<file path="src/rtl/pgw_pkg.sv">
package pgw_pkg;
  // flag positions inside a directory or table entry
  localparam int FLG_PRESENT  = 0;
  localparam int FLG_WRITABLE = 1;
  localparam int FLG_USER     = 2;
  localparam int FLG_ACCESSED = 5;
  localparam int FLG_DIRTY    = 6;
  localparam int FLG_LARGE    = 7;

  // fault code layout
  localparam int FC_PROT  = 0;
  localparam int FC_WRITE = 1;
  localparam int FC_USER  = 2;

  localparam logic [7:0] PF_VECTOR = 8'd14;

  typedef enum logic [2:0] {
    W_IDLE   = 3'd0,
    W_RD_DIR = 3'd1,
    W_WB_DIR = 3'd2,
    W_RD_TBL = 3'd3,
    W_WB_TBL = 3'd4,
    W_FINISH = 3'd5
  } walk_state_t;
endpackage

</file>
<file path="src/rtl/pgw_addr_gen.sv">
module pgw_addr_gen #(
  parameter int PAGE_BITS = 12,
  parameter int IDX_BITS  = 10,
  parameter int ENT_LOG   = 2
) (
  input  logic [PAGE_BITS+2*IDX_BITS-1:0] base_reg,
  input  logic [PAGE_BITS+2*IDX_BITS-1:0] lin,
  input  logic [PAGE_BITS+2*IDX_BITS-1:0] ent,
  input  logic [PAGE_BITS+2*IDX_BITS-1:0] wrap_mask,
  output logic [PAGE_BITS+2*IDX_BITS-1:0] dir_addr,
  output logic [PAGE_BITS+2*IDX_BITS-1:0] tbl_addr,
  output logic [PAGE_BITS+2*IDX_BITS-1:0] pa_flat,
  output logic [PAGE_BITS+2*IDX_BITS-1:0] pa_small,
  output logic [PAGE_BITS+2*IDX_BITS-1:0] pa_large
);
  localparam int AW      = PAGE_BITS + 2*IDX_BITS;
  localparam int DIR_LSB = PAGE_BITS + IDX_BITS;

  logic [AW-1:0] dir_off, tbl_off;

  // index scaled by the entry size, zero-extended to full width
  assign dir_off = AW'({lin[AW-1:DIR_LSB], {ENT_LOG{1'b0}}});
  assign tbl_off = AW'({lin[DIR_LSB-1:PAGE_BITS], {ENT_LOG{1'b0}}});

  assign dir_addr = ({base_reg[AW-1:PAGE_BITS], {PAGE_BITS{1'b0}}} + dir_off) & wrap_mask;
  assign tbl_addr = ({ent[AW-1:PAGE_BITS], {PAGE_BITS{1'b0}}} + tbl_off) & wrap_mask;

  assign pa_flat  = {lin[AW-1:PAGE_BITS], {PAGE_BITS{1'b0}}} & wrap_mask;
  assign pa_small = {ent[AW-1:PAGE_BITS], {PAGE_BITS{1'b0}}} & wrap_mask;
  assign pa_large = {ent[AW-1:DIR_LSB], lin[DIR_LSB-1:PAGE_BITS], {PAGE_BITS{1'b0}}} & wrap_mask;

  logic unused_low;
  assign unused_low = ^{base_reg[PAGE_BITS-1:0], lin[PAGE_BITS-1:0], ent[PAGE_BITS-1:0]};
endmodule

</file>
<file path="src/rtl/pgw_perm.sv">
module pgw_perm #(
  parameter int EW = 32
) (
  input  logic [EW-1:0] ent,
  input  logic          eff_user,
  input  logic          eff_wr,
  input  logic          is_write,
  input  logic          is_user,
  input  logic          wp,
  output logic          prot_fault,
  output logic [EW-1:0] ent_upd,
  output logic          ent_changed,
  output logic          wr_grant
);
  import pgw_pkg::*;

  logic [EW-1:0] set_bits;

  always_comb begin
    prot_fault = (is_user && !eff_user) ||
                 (is_user && is_write && !eff_wr) ||
                 (!is_user && is_write && wp && !eff_wr);
    set_bits = '0;
    set_bits[FLG_ACCESSED] = 1'b1;
    set_bits[FLG_DIRTY]    = is_write;
    ent_upd     = ent | set_bits;
    ent_changed = (ent_upd != ent);
    // write access only once the page is dirty
    wr_grant = ent_upd[FLG_DIRTY] && (eff_wr || (!is_user && !wp));
  end
endmodule

</file>
<file path="src/rtl/pg_walker.sv">
module pg_walker #(
  parameter int PAGE_BITS = 12,
  parameter int IDX_BITS  = 10,
  parameter int ENT_LOG   = 2,
  parameter int FC_W      = 3
) (
  input  logic                           clk,
  input  logic                           rst,
  input  logic                           req_valid,
  output logic                           req_ready,
  input  logic [PAGE_BITS+2*IDX_BITS-1:0] req_addr,
  input  logic                           req_write,
  input  logic                           req_user,
  input  logic                           pg_en,
  input  logic                           wp_en,
  input  logic                           pse_en,
  input  logic [PAGE_BITS+2*IDX_BITS-1:0] cr3,
  input  logic [PAGE_BITS+2*IDX_BITS-1:0] a20_mask,
  output logic                           mem_valid,
  output logic                           mem_write,
  output logic [PAGE_BITS+2*IDX_BITS-1:0] mem_addr,
  output logic [PAGE_BITS+2*IDX_BITS-1:0] mem_wdata,
  input  logic                           mem_ready,
  input  logic [PAGE_BITS+2*IDX_BITS-1:0] mem_rdata,
  output logic                           done,
  output logic [PAGE_BITS+2*IDX_BITS-1:0] phys_addr,
  output logic                           prot_rd,
  output logic                           prot_wr,
  output logic                           big_page,
  output logic                           fault,
  output logic [FC_W-1:0]                fault_code,
  output logic [7:0]                     fault_vec
);
  import pgw_pkg::*;

  localparam int AW = PAGE_BITS + 2*IDX_BITS;

  walk_state_t st, st_n;

  logic [AW-1:0] lin_q, cr3_q, a20_q, dir_q;
  logic          wr_q, user_q, wp_q, pse_q, large_q;

  logic          mv_n, mw_n;
  logic [AW-1:0] ma_n, md_n;

  logic          res_upd, large_n, dir_ld;
  logic [AW-1:0] r_pa;
  logic          r_rd, r_wr, r_big, r_flt;
  logic [FC_W-1:0] r_code;

  // address generation sources: live request while idle, latched copy after
  logic          idle;
  logic [AW-1:0] src_lin, src_cr3, src_a20, src_ent;
  assign idle    = (st == W_IDLE);
  assign src_lin = idle ? req_addr : lin_q;
  assign src_cr3 = idle ? cr3      : cr3_q;
  assign src_a20 = idle ? a20_mask : a20_q;
  assign src_ent = (st == W_RD_DIR || st == W_RD_TBL) ? mem_rdata : dir_q;

  logic [AW-1:0] dir_addr, tbl_addr, pa_flat, pa_small, pa_large;

  pgw_addr_gen #(.PAGE_BITS(PAGE_BITS), .IDX_BITS(IDX_BITS), .ENT_LOG(ENT_LOG)) u_agen (
    .base_reg (src_cr3),
    .lin      (src_lin),
    .ent      (src_ent),
    .wrap_mask(src_a20),
    .dir_addr (dir_addr),
    .tbl_addr (tbl_addr),
    .pa_flat  (pa_flat),
    .pa_small (pa_small),
    .pa_large (pa_large)
  );

  // effective flags: table level is combined with the latched directory entry
  logic          at_tbl, eff_u, eff_w;
  logic          p_fault, p_chg, p_grant;
  logic [AW-1:0] p_upd;
  assign at_tbl = (st == W_RD_TBL);
  assign eff_u  = mem_rdata[FLG_USER]     & (at_tbl ? dir_q[FLG_USER]     : 1'b1);
  assign eff_w  = mem_rdata[FLG_WRITABLE] & (at_tbl ? dir_q[FLG_WRITABLE] : 1'b1);

  pgw_perm #(.EW(AW)) u_perm (
    .ent        (mem_rdata),
    .eff_user   (eff_u),
    .eff_wr     (eff_w),
    .is_write   (wr_q),
    .is_user    (user_q),
    .wp         (wp_q),
    .prot_fault (p_fault),
    .ent_upd    (p_upd),
    .ent_changed(p_chg),
    .wr_grant   (p_grant)
  );

  logic [AW-1:0] acc_bit;
  always_comb begin
    acc_bit = '0;
    acc_bit[FLG_ACCESSED] = 1'b1;
  end

  logic [FC_W-1:0] code_np, code_pv;
  always_comb begin
    code_np = '0;
    code_np[FC_WRITE] = wr_q;
    code_np[FC_USER]  = user_q;
    code_pv = code_np;
    code_pv[FC_PROT] = 1'b1;
  end

  always_comb begin
    st_n    = st;
    mv_n    = mem_valid;
    mw_n    = mem_write;
    ma_n    = mem_addr;
    md_n    = mem_wdata;
    large_n = large_q;
    dir_ld  = 1'b0;
    res_upd = 1'b0;
    r_pa    = '0;
    r_rd    = 1'b0;
    r_wr    = 1'b0;
    r_big   = 1'b0;
    r_flt   = 1'b0;
    r_code  = '0;
    case (st)
      W_IDLE: begin
        if (req_valid) begin
          if (!pg_en) begin
            st_n = W_FINISH;
            res_upd = 1'b1;
            r_pa = pa_flat;
            r_rd = 1'b1;
            r_wr = 1'b1;
          end else begin
            st_n = W_RD_DIR;
            mv_n = 1'b1;
            mw_n = 1'b0;
            ma_n = dir_addr;
          end
        end
      end
      W_RD_DIR: begin
        if (mem_ready) begin
          dir_ld = 1'b1;
          if (!mem_rdata[FLG_PRESENT]) begin
            st_n = W_FINISH; mv_n = 1'b0;
            res_upd = 1'b1; r_flt = 1'b1; r_code = code_np;
          end else if (mem_rdata[FLG_LARGE] && pse_q) begin
            large_n = 1'b1;
            res_upd = 1'b1;
            if (p_fault) begin
              st_n = W_FINISH; mv_n = 1'b0;
              r_flt = 1'b1; r_code = code_pv;
            end else begin
              r_pa = pa_large; r_rd = 1'b1; r_wr = p_grant; r_big = 1'b1;
              if (p_chg) begin
                st_n = W_WB_DIR; mw_n = 1'b1; md_n = p_upd;
              end else begin
                st_n = W_FINISH; mv_n = 1'b0;
              end
            end
          end else begin
            large_n = 1'b0;
            if (!mem_rdata[FLG_ACCESSED]) begin
              st_n = W_WB_DIR; mw_n = 1'b1; md_n = mem_rdata | acc_bit;
            end else begin
              st_n = W_RD_TBL; ma_n = tbl_addr;
            end
          end
        end
      end
      W_WB_DIR: begin
        if (mem_ready) begin
          if (large_q) begin
            st_n = W_FINISH; mv_n = 1'b0; mw_n = 1'b0;
          end else begin
            st_n = W_RD_TBL; mw_n = 1'b0; ma_n = tbl_addr;
          end
        end
      end
      W_RD_TBL: begin
        if (mem_ready) begin
          res_upd = 1'b1;
          if (!mem_rdata[FLG_PRESENT]) begin
            st_n = W_FINISH; mv_n = 1'b0;
            r_flt = 1'b1; r_code = code_np;
          end else if (p_fault) begin
            st_n = W_FINISH; mv_n = 1'b0;
            r_flt = 1'b1; r_code = code_pv;
          end else begin
            r_pa = pa_small; r_rd = 1'b1; r_wr = p_grant;
            if (p_chg) begin
              st_n = W_WB_TBL; mw_n = 1'b1; md_n = p_upd;
            end else begin
              st_n = W_FINISH; mv_n = 1'b0;
            end
          end
        end
      end
      W_WB_TBL: begin
        if (mem_ready) begin
          st_n = W_FINISH; mv_n = 1'b0; mw_n = 1'b0;
        end
      end
      W_FINISH: st_n = W_IDLE;
      default:  st_n = W_IDLE;
    endcase
  end

  always_ff @(posedge clk) begin
    if (rst) begin
      st <= W_IDLE;
      lin_q <= '0; cr3_q <= '0; a20_q <= '0; dir_q <= '0;
      wr_q <= 1'b0; user_q <= 1'b0; wp_q <= 1'b0; pse_q <= 1'b0; large_q <= 1'b0;
      mem_valid <= 1'b0; mem_write <= 1'b0; mem_addr <= '0; mem_wdata <= '0;
      phys_addr <= '0; prot_rd <= 1'b0; prot_wr <= 1'b0; big_page <= 1'b0;
      fault <= 1'b0; fault_code <= '0; fault_vec <= '0;
    end else begin
      st <= st_n;
      mem_valid <= mv_n; mem_write <= mw_n; mem_addr <= ma_n; mem_wdata <= md_n;
      large_q <= large_n;
      if (idle && req_valid) begin
        lin_q <= req_addr; cr3_q <= cr3; a20_q <= a20_mask;
        wr_q <= req_write; user_q <= req_user; wp_q <= wp_en; pse_q <= pse_en;
      end
      if (dir_ld) dir_q <= mem_rdata | acc_bit;
      if (res_upd) begin
        phys_addr  <= r_pa;
        prot_rd    <= r_rd;
        prot_wr    <= r_wr;
        big_page   <= r_big;
        fault      <= r_flt;
        fault_code <= r_code;
        fault_vec  <= r_flt ? PF_VECTOR : 8'd0;
      end
    end
  end

  assign req_ready = idle;
  assign done      = (st == W_FINISH);


  mem_hold_chk: assert property (@(posedge clk) disable iff (rst)
    mem_valid && !mem_ready |=> mem_valid && $stable(mem_addr) && $stable(mem_write) && $stable(mem_wdata));


  wb_accessed_chk: assert property (@(posedge clk) disable iff (rst)
    mem_valid && mem_write |-> mem_wdata[FLG_ACCESSED]);


  done_pulse_chk: assert property (@(posedge clk) disable iff (rst)
    done |=> !done && req_ready);


  result_hold_chk: assert property (@(posedge clk) disable iff (rst)
    req_ready && !req_valid |=> $stable(phys_addr) && $stable(fault) && $stable(prot_wr));


  flat_map_chk: assert property (@(posedge clk) disable iff (rst)
    req_ready && req_valid && !pg_en |=> done && !mem_valid);


  fault_nowr_chk: assert property (@(posedge clk) disable iff (rst)
    done && fault |-> !prot_wr && !prot_rd);


  fault_vec_chk: assert property (@(posedge clk) disable iff (rst)
    done |-> (fault_vec == (fault ? PF_VECTOR : 8'd0)));
endmodule

</file>
<file path="config.mk">
export PLATFORM = sky130hd
export DESIGN_NAME = pg_walker
export DESIGN_NICKNAME = d
export VERILOG_FILES = /design/src/rtl/pgw_pkg.sv /design/src/rtl/pgw_addr_gen.sv /design/src/rtl/pgw_perm.sv /design/src/rtl/pg_walker.sv
export SDC_FILE = /design/constraint.sdc
export NUM_CORES = 1
export LEC_CHECK = 0
export BUFFER_PORTS_ARGS = -buffer_cell sky130_fd_sc_hd__buf_2
export CORE_AREA = 3 3 139 141
export DETAILED_ROUTE_END_ITERATION = 12
export DIE_AREA = 0 0 142 144
export PLACE_DENSITY_LB_ADDON = 0.05
export SLEW_MARGIN = 30
export SYNTH_ARGS = -nofsm -noshare
export SYNTH_HDL_FRONTEND = slang
export SYNTH_SLANG_ARGS = --single-unit
</file>
<file path="constraint.sdc">
create_clock -name clk -period 5.1 [get_ports clk]
set_input_delay 0.255 -clock clk [delete_from_list [all_inputs] [get_ports clk]]
set_output_delay 0.255 -clock clk [all_outputs]
set_load 0.005 [all_outputs]
</file>
# Word-level counts from Yosys, hierarchy flattened
# Index checks and enable logic that the tools add are counted.
dict set report totals {
  reg_bits 249
  in_bits 137
}
dict set report op_classes {
  add_sub_neg 2
  n_eq_ne 21
  muxes 112
  bitwise 8
  reduce_logical 30
}
# op count
set ops {}
lappend ops {{two-way mux 32 bit} 29}
lappend ops {{one-hot mux 32 bit (3 select lines)} 2}
lappend ops {{AND 32 bit} 5}
lappend ops {{adder 32 x 12 -> 32 bit} 2}
lappend ops {{one-hot mux 32 bit (2 select lines)} 1}
lappend ops {{two-way mux 1 bit} 54}
lappend ops {{two-way mux 3 bit} 17}
lappend ops {{!= test 32 bit} 1}
lappend ops {{bitwise OR 32 x 7 -> 32 bit} 1}
lappend ops {{AND reduction 9 bit} 3}
lappend ops {{!= test 2 bit (second input constant)} 12}
lappend ops {{one-hot mux 3 bit (5 select lines)} 1}
lappend ops {{logical AND 1 bit} 10}
lappend ops {{one-hot mux 1 bit (3 select lines)} 3}
lappend ops {{equality test 3 x 2 -> 1 bit (second input constant)} 2}
lappend ops {{equality test 3 bit (second input constant)} 2}
lappend ops {{!= test 3 x 2 -> 1 bit (second input constant)} 2}
lappend ops {{one-hot mux 3 bit (2 select lines)} 1}
lappend ops {{AND reduction 6 bit} 1}
lappend ops {{one-hot mux 1 bit (5 select lines)} 1}
lappend ops {{AND reduction 5 bit} 1}
lappend ops {{nonzero test 5 bit} 1}
lappend ops {{logical NOT 1 bit} 4}
lappend ops {{logical OR 1 bit} 4}
lappend ops {{12 further kinds} 13}

# Depth between registers and ports, before layout
dict set report logic_depth {
  ltp_word 13
  mapped_depth 10
}

# Modules after synthesis
# From an unflattened synthesis, not the netlist that was laid out.
dict set report unflattened {
  cells_unflattened 1505
  hier_area_um2 12722.2
}
# module n_inst cells_per_inst area_per_inst_um2
set modules_own_cells {}
lappend modules_own_cells {pg_walker 1 1305 11332.1}
lappend modules_own_cells {pgw_addr_gen 1 161 1104.8}
lappend modules_own_cells {pgw_perm 1 39 285.3}

# Worst setup path after synthesis
# OpenSTA, ideal clock, no wires.
dict set report synth_path {
  kind {reg-to-reg}
  from {reg st[1]}
  to {reg phys_addr[14]}
  setup_ns 0.122
  arrival_time_ns 1.841
  setup_slack_ns 3.137
  path_stages_with_launch 8
  path_cell_list {dfxtp_1 > buf_2 > or4b_1 > clkbuf_1 > nor2_2 > nor3_1 > clkbuf_1 > a221o_1}
}
dict set report synth_between {
  elab_chain_len 12
}
# item line_no
set synth_rtl {}
lappend synth_rtl {{start, declared} pg_walker.sv:38} ;# walk_state_t st, st_n;
lappend synth_rtl {{start signal, assigned} pg_walker.sv:219} ;# st <= st_n;
lappend synth_rtl {{equality test 3 x 2 -> 1 bit} {pg_walker.sv:58, pg_walker.sv:78, pg_walker.sv:125}}
lappend synth_rtl {{two-way mux 1 bit (on tied branches)} {pg_walker.sv:79, pg_walker.sv:80}}
lappend synth_rtl {{AND 1 bit (on tied branches)} {pg_walker.sv:79, pg_walker.sv:80}}
lappend synth_rtl {{logical NOT 1 bit (on tied branches)} {pgw_perm.sv:20, pgw_perm.sv:21, pgw_perm.sv:22}}
lappend synth_rtl {{logical AND 1 bit (on tied branches)} {pgw_perm.sv:20, pgw_perm.sv:21}}
lappend synth_rtl {{logical OR 1 bit} pgw_perm.sv:20} ;# prot_fault = (is_user && !eff_user) ||
lappend synth_rtl {{logical OR 1 bit} pgw_perm.sv:21} ;# (is_user && is_write && !eff_wr) ||
lappend synth_rtl {{two-way mux 32 bit} pg_walker.sv:151} ;# if (p_fault) begin
lappend synth_rtl {{two-way mux 32 bit} pg_walker.sv:148} ;# end else if (mem_rdata[FLG_LARGE] && pse_q) begin
lappend synth_rtl {{two-way mux 32 bit} pg_walker.sv:145} ;# if (!mem_rdata[FLG_PRESENT]) begin
lappend synth_rtl {{two-way mux 32 bit} pg_walker.sv:143} ;# if (mem_ready) begin
lappend synth_rtl {{one-hot mux 32 bit (3 select lines)} pg_walker.sv:125} ;# case (st)
lappend synth_rtl {{end signal, assigned} pg_walker.sv:228} ;# phys_addr <= r_pa;
lappend synth_rtl {{end, declared} pg_walker.sv:26} ;# output logic [PAGE_BITS+2*IDX_BITS-1:0] phys_addr,
# Several ways; a longest one is shown, not always the timed one.
# A chain may end at the register's enable or synchronous reset.

# Worst setup path in the final report
dict set report layout_path {
  from {reg st[2]}
  to {reg mem_wdata[17]}
}
dict set report layout_between {
  elab_chain_len 12
}
# item line_no
set layout_rtl {}
lappend layout_rtl {{equality test 3 x 2 -> 1 bit} {pg_walker.sv:78, pg_walker.sv:125}}
lappend layout_rtl {{two-way mux 1 bit (on tied branches)} {pg_walker.sv:79, pg_walker.sv:80}}
lappend layout_rtl {{AND 1 bit (on tied branches)} {pg_walker.sv:79, pg_walker.sv:80}}
lappend layout_rtl {{logical NOT 1 bit (on tied branches)} {pgw_perm.sv:20, pgw_perm.sv:21, pgw_perm.sv:22}}
lappend layout_rtl {{logical AND 1 bit (on tied branches)} {pgw_perm.sv:20, pgw_perm.sv:21}}
lappend layout_rtl {{logical OR 1 bit} pgw_perm.sv:20}
lappend layout_rtl {{logical OR 1 bit} pgw_perm.sv:21}
lappend layout_rtl {{two-way mux 32 bit (4 in series)} --}
lappend layout_rtl {{one-hot mux 32 bit (2 select lines)} pg_walker.sv:125}
lappend layout_rtl {{end signal, assigned} pg_walker.sv:220} ;# mem_valid <= mv_n; mem_write <= mw_n; mem_addr <= ma_n; mem_wdata <= md_n;
lappend layout_rtl {{end, declared} pg_walker.sv:22} ;# output logic [PAGE_BITS+2*IDX_BITS-1:0] mem_wdata,
# Several ways; a longest one is shown, not always the timed one. The select of a mux whose other input is x is not followed.

==> metrics.cfg <==
[floorplanning]
die_y_um=144
ioPinCount=252
core_um2=18090
fp.dieW_um=142
core.rowCount=49
die-area_um2=20450
initial_core_util=0.5013

[placed_design]
dpl.hpwl_um=19200
globalplace.congestion=0.9232
dp_cells=1517
port_buffers=206

[job]
drv_cap=0

[cts]
cts_setup_buffers=0
cts_max_level=4
path_clk_slew_ps=80
cts_root_buffer=clkbuf_16
cts_hold_buf=0
ctsResizeCount=0
cts_buffers=17
clock_latency_ps=440
clock_path_buffers=2
cts_tree=done
cts.sinks=191

[pwr]
internal_power_mw=2.621
power.leakage_nw=4.394
p_seq_frac=0.431
p_comb_frac=0.225
net-switching-power_mw=1.298
ir_drop_uv=213.4
pwr-share-clk=0.344
power_density_nw_per_um2=368.4
p_sw_frac=0.3312

[global_routing]
antenna_found_initial=3
grt_pass1_vias=7955
grt_max_degree=71
grt_usage=0.2620
grt_pass1_wl_um=42340
grt_overflow=0

[drt]
antenna_left=0
num_vias=8738
drtIter0Drc=680
wirelength_um=27610
vias_per_cell=5.641
route.detailed.drc=0
dr.pass1.iters=5
wl_per_cell_um=17.83

[timing]
finalCritPeriodShare=0.6259
finalSetupTns_ps=0
setup_viol_count_final=0
min_period_ps=3192
clock_skew_ps=12.67
final_max_slew_viol_count=0
tightest_slew_ps=951.2
fmax_mhz=313.3
slew_headroom=0.3659
final-hold-violation-count=0
rsz0062_at_grt=no

[cells_and_area]
finalNonFillerCells=1549
syn_to_final_growth_pct=17.33
nets=1444
drive_gt1_frac=0.2227
fill_cells=1730
antennaDiodeCount=0

[critical_path]
rrSetupSlack_ps=1910
crit_family=compound AO/OA/AOI/OAI gates
arrival_ps=3560
start_kind=flop
worst-path-max-fanout=22
worstPathRequired_ps=5470
rr_startpoint=st[2]
crit_path_end_kind=flop
worstSetupPathType=flop to flop
rr_endpoint=mem_wdata[17]
rr_worst_depth=7
crit_path_cell_trace=buf_4 -> nand4bb_1 -> a21oi_2 -> or2_1 -> o22ai_4 -> buf_4 -> mux2i_1
cpMostUsedCell=buf_4
slowest_stage=o22ai_4
cpPeakStageDelay_ps=740
crit_buf_inv=2

[synth]
synth-xor-area-share=0.0009661
synth_top_family_by_area=simple AND/OR/NAND/NOR gates
syn_area_um2=9066
synth.yosys.warnings=0
synth_compound_gate_area_share=0.1899
syn_inst=1161
synthSimpleGateAreaFrac=0.2323
yosysMostFrequentCell=nand2_1
yosys-mux-area-fraction=0.09012
synthAdderAreaFrac=0
netlist_top_cells_count=343 x nand2_1, 191 x dfxtp_1, 167 x a21oi_1
ys_top_cells_by_area=dfxtp_1 42%, nand2_1 14%, a21oi_1 9.2%
synth_top_area_frac=0.4217
synthArstFlopShare=0
syn_area_per_cell_um2=7.809
yosysSeqAreaShare=0.4217
synth_edf_count=0
ys_seq_elements=191
yosys.cell_types.count=65
synth_top_cell_by_area=dfxtp_1
dominantRegCellSynth=dfxtp_1

[min_path]
hold_end=mem_wdata[8]
worstHoldStart=mem_rdata[8]
min_path_type=primary input to flop
min_path_cells=3

[outcome]
status=finished, final reports clean

tightest hold or removal path, delay by kind of cell:
kind,cells,cell delay (ps)
buf+inv,1,90
simple gates,1,50
mux,1,50
metal layers:
| layer | vias up | GRT usage | share of wire |
|---|---|---|---|
| li1 | 4276 | - | - |
| met1 | 4099 | 0.3494 | 0.44 |
| met2 | 301 | 0.4189 | 0.47 |
| met3 | 56 | 0.05787 | 0.063 |
| met4 | 6 | 0.09646 | 0.028 |
| met5 | - | 0 | 0.00094 |
worst max-delay path by stage:
stage	from	to	slack (ps)	cells after the start
floorplan	st[1]	phys_addr[14]	3140	7
detailed placement	st[2]	mem_wdata[17]	1910	7
finish	st[2]	mem_wdata[17]	1910	7
CTS	st[2]	mem_wdata[10]	1910	7
global route	st[2]	mem_wdata[17]	1660	7
global placement	st[2]	mem_wdata[19]	1990	7
logic make-up after synthesis:
logic type / Yosys count
DFF: 191
xor gates and xnor gates: 1
muxes: 79
other: 1
and+or+nand+nor: 480
AOI/OAI and AO/OA: 289
buffers and inverters: 120
per-stage QoR:
step | worst slack (ps) | cell area, µm² | power (mW) | hold WS [ps] | util
5_1_grt | 1664 | 10640 | 4.112 | 44.96 | 0.5882
6_report | 1908 | 10640 | 3.919 | 52.51 | 0.5882
3_5_place_dp | 1911 | 10030 | 2.599 | 441.1 | 0.5548
2_1_floorplan | 3137 | 9134 | 2.314 | 391.0 | -
4_1_cts | 1909 | 10630 | 3.941 | 33.63 | 0.5875
3_3_place_gp | 1986 | 10030 | 2.586 | 431.4 | 0.5548
flip-flops by register name, summed over array words and instances, names as in the netlist, 3 cells and up:
register and flops:
phys_addr 20, a20_q 30, mem_addr 30, st 3, lin_q 20, fault_code 3, dir_q 22, mem_wdata 32
cr3_q 20
power groups by stage:
stage | logic (mW) | clock network, mW | registers (mW)
finish | 0.882 | 1.35 | 1.69
global route | 0.979 | 1.43 | 1.70
CTS | 0.881 | 1.37 | 1.69
detailed placement | 0.878 | 0 | 1.72
global placement | 0.868 | 0 | 1.72
floorplan | 0.618 | 0 | 1.70
cell type report:
cell class / count / area (µm²) / area share
multi-input combinational: 868 / 4758 / 0.4473
tap: 229 / 286.5 / 0.02693
clock inverter: 14 / 151.4 / 0.01423
sequential: 191 / 3825 / 0.3596
timing repair buffer: 220 / 1139 / 0.1070
clock buffer: 18 / 439.2 / 0.04128
inverter: 9 / 38.79 / 0.003646
cells in the final DEF (no fill, tap or decap), drive strengths merged, types with 2 or more instances in the layout:
cell     count
clkinv       7
dfxtp      191
mux2i       58
nor3b       21
nand4bb      2
nand3       50
a221o       10
nor2        19
a21oi      169
or3         13
o21ai       42
clkbuf      18
o21a         5
a31oi       13
nor3         9
a211oi       2
or4          2
o22ai        2
a32o         2
buf        220
nand3b       6
or4b         2
a311oi       3
nor4         3
or2          3
nand2      343
a22oi       18
mux2        21
conb        19
a22o         8
o31a         2
inv         14
a21boi       2
Power figures use the tool's default switching activity.
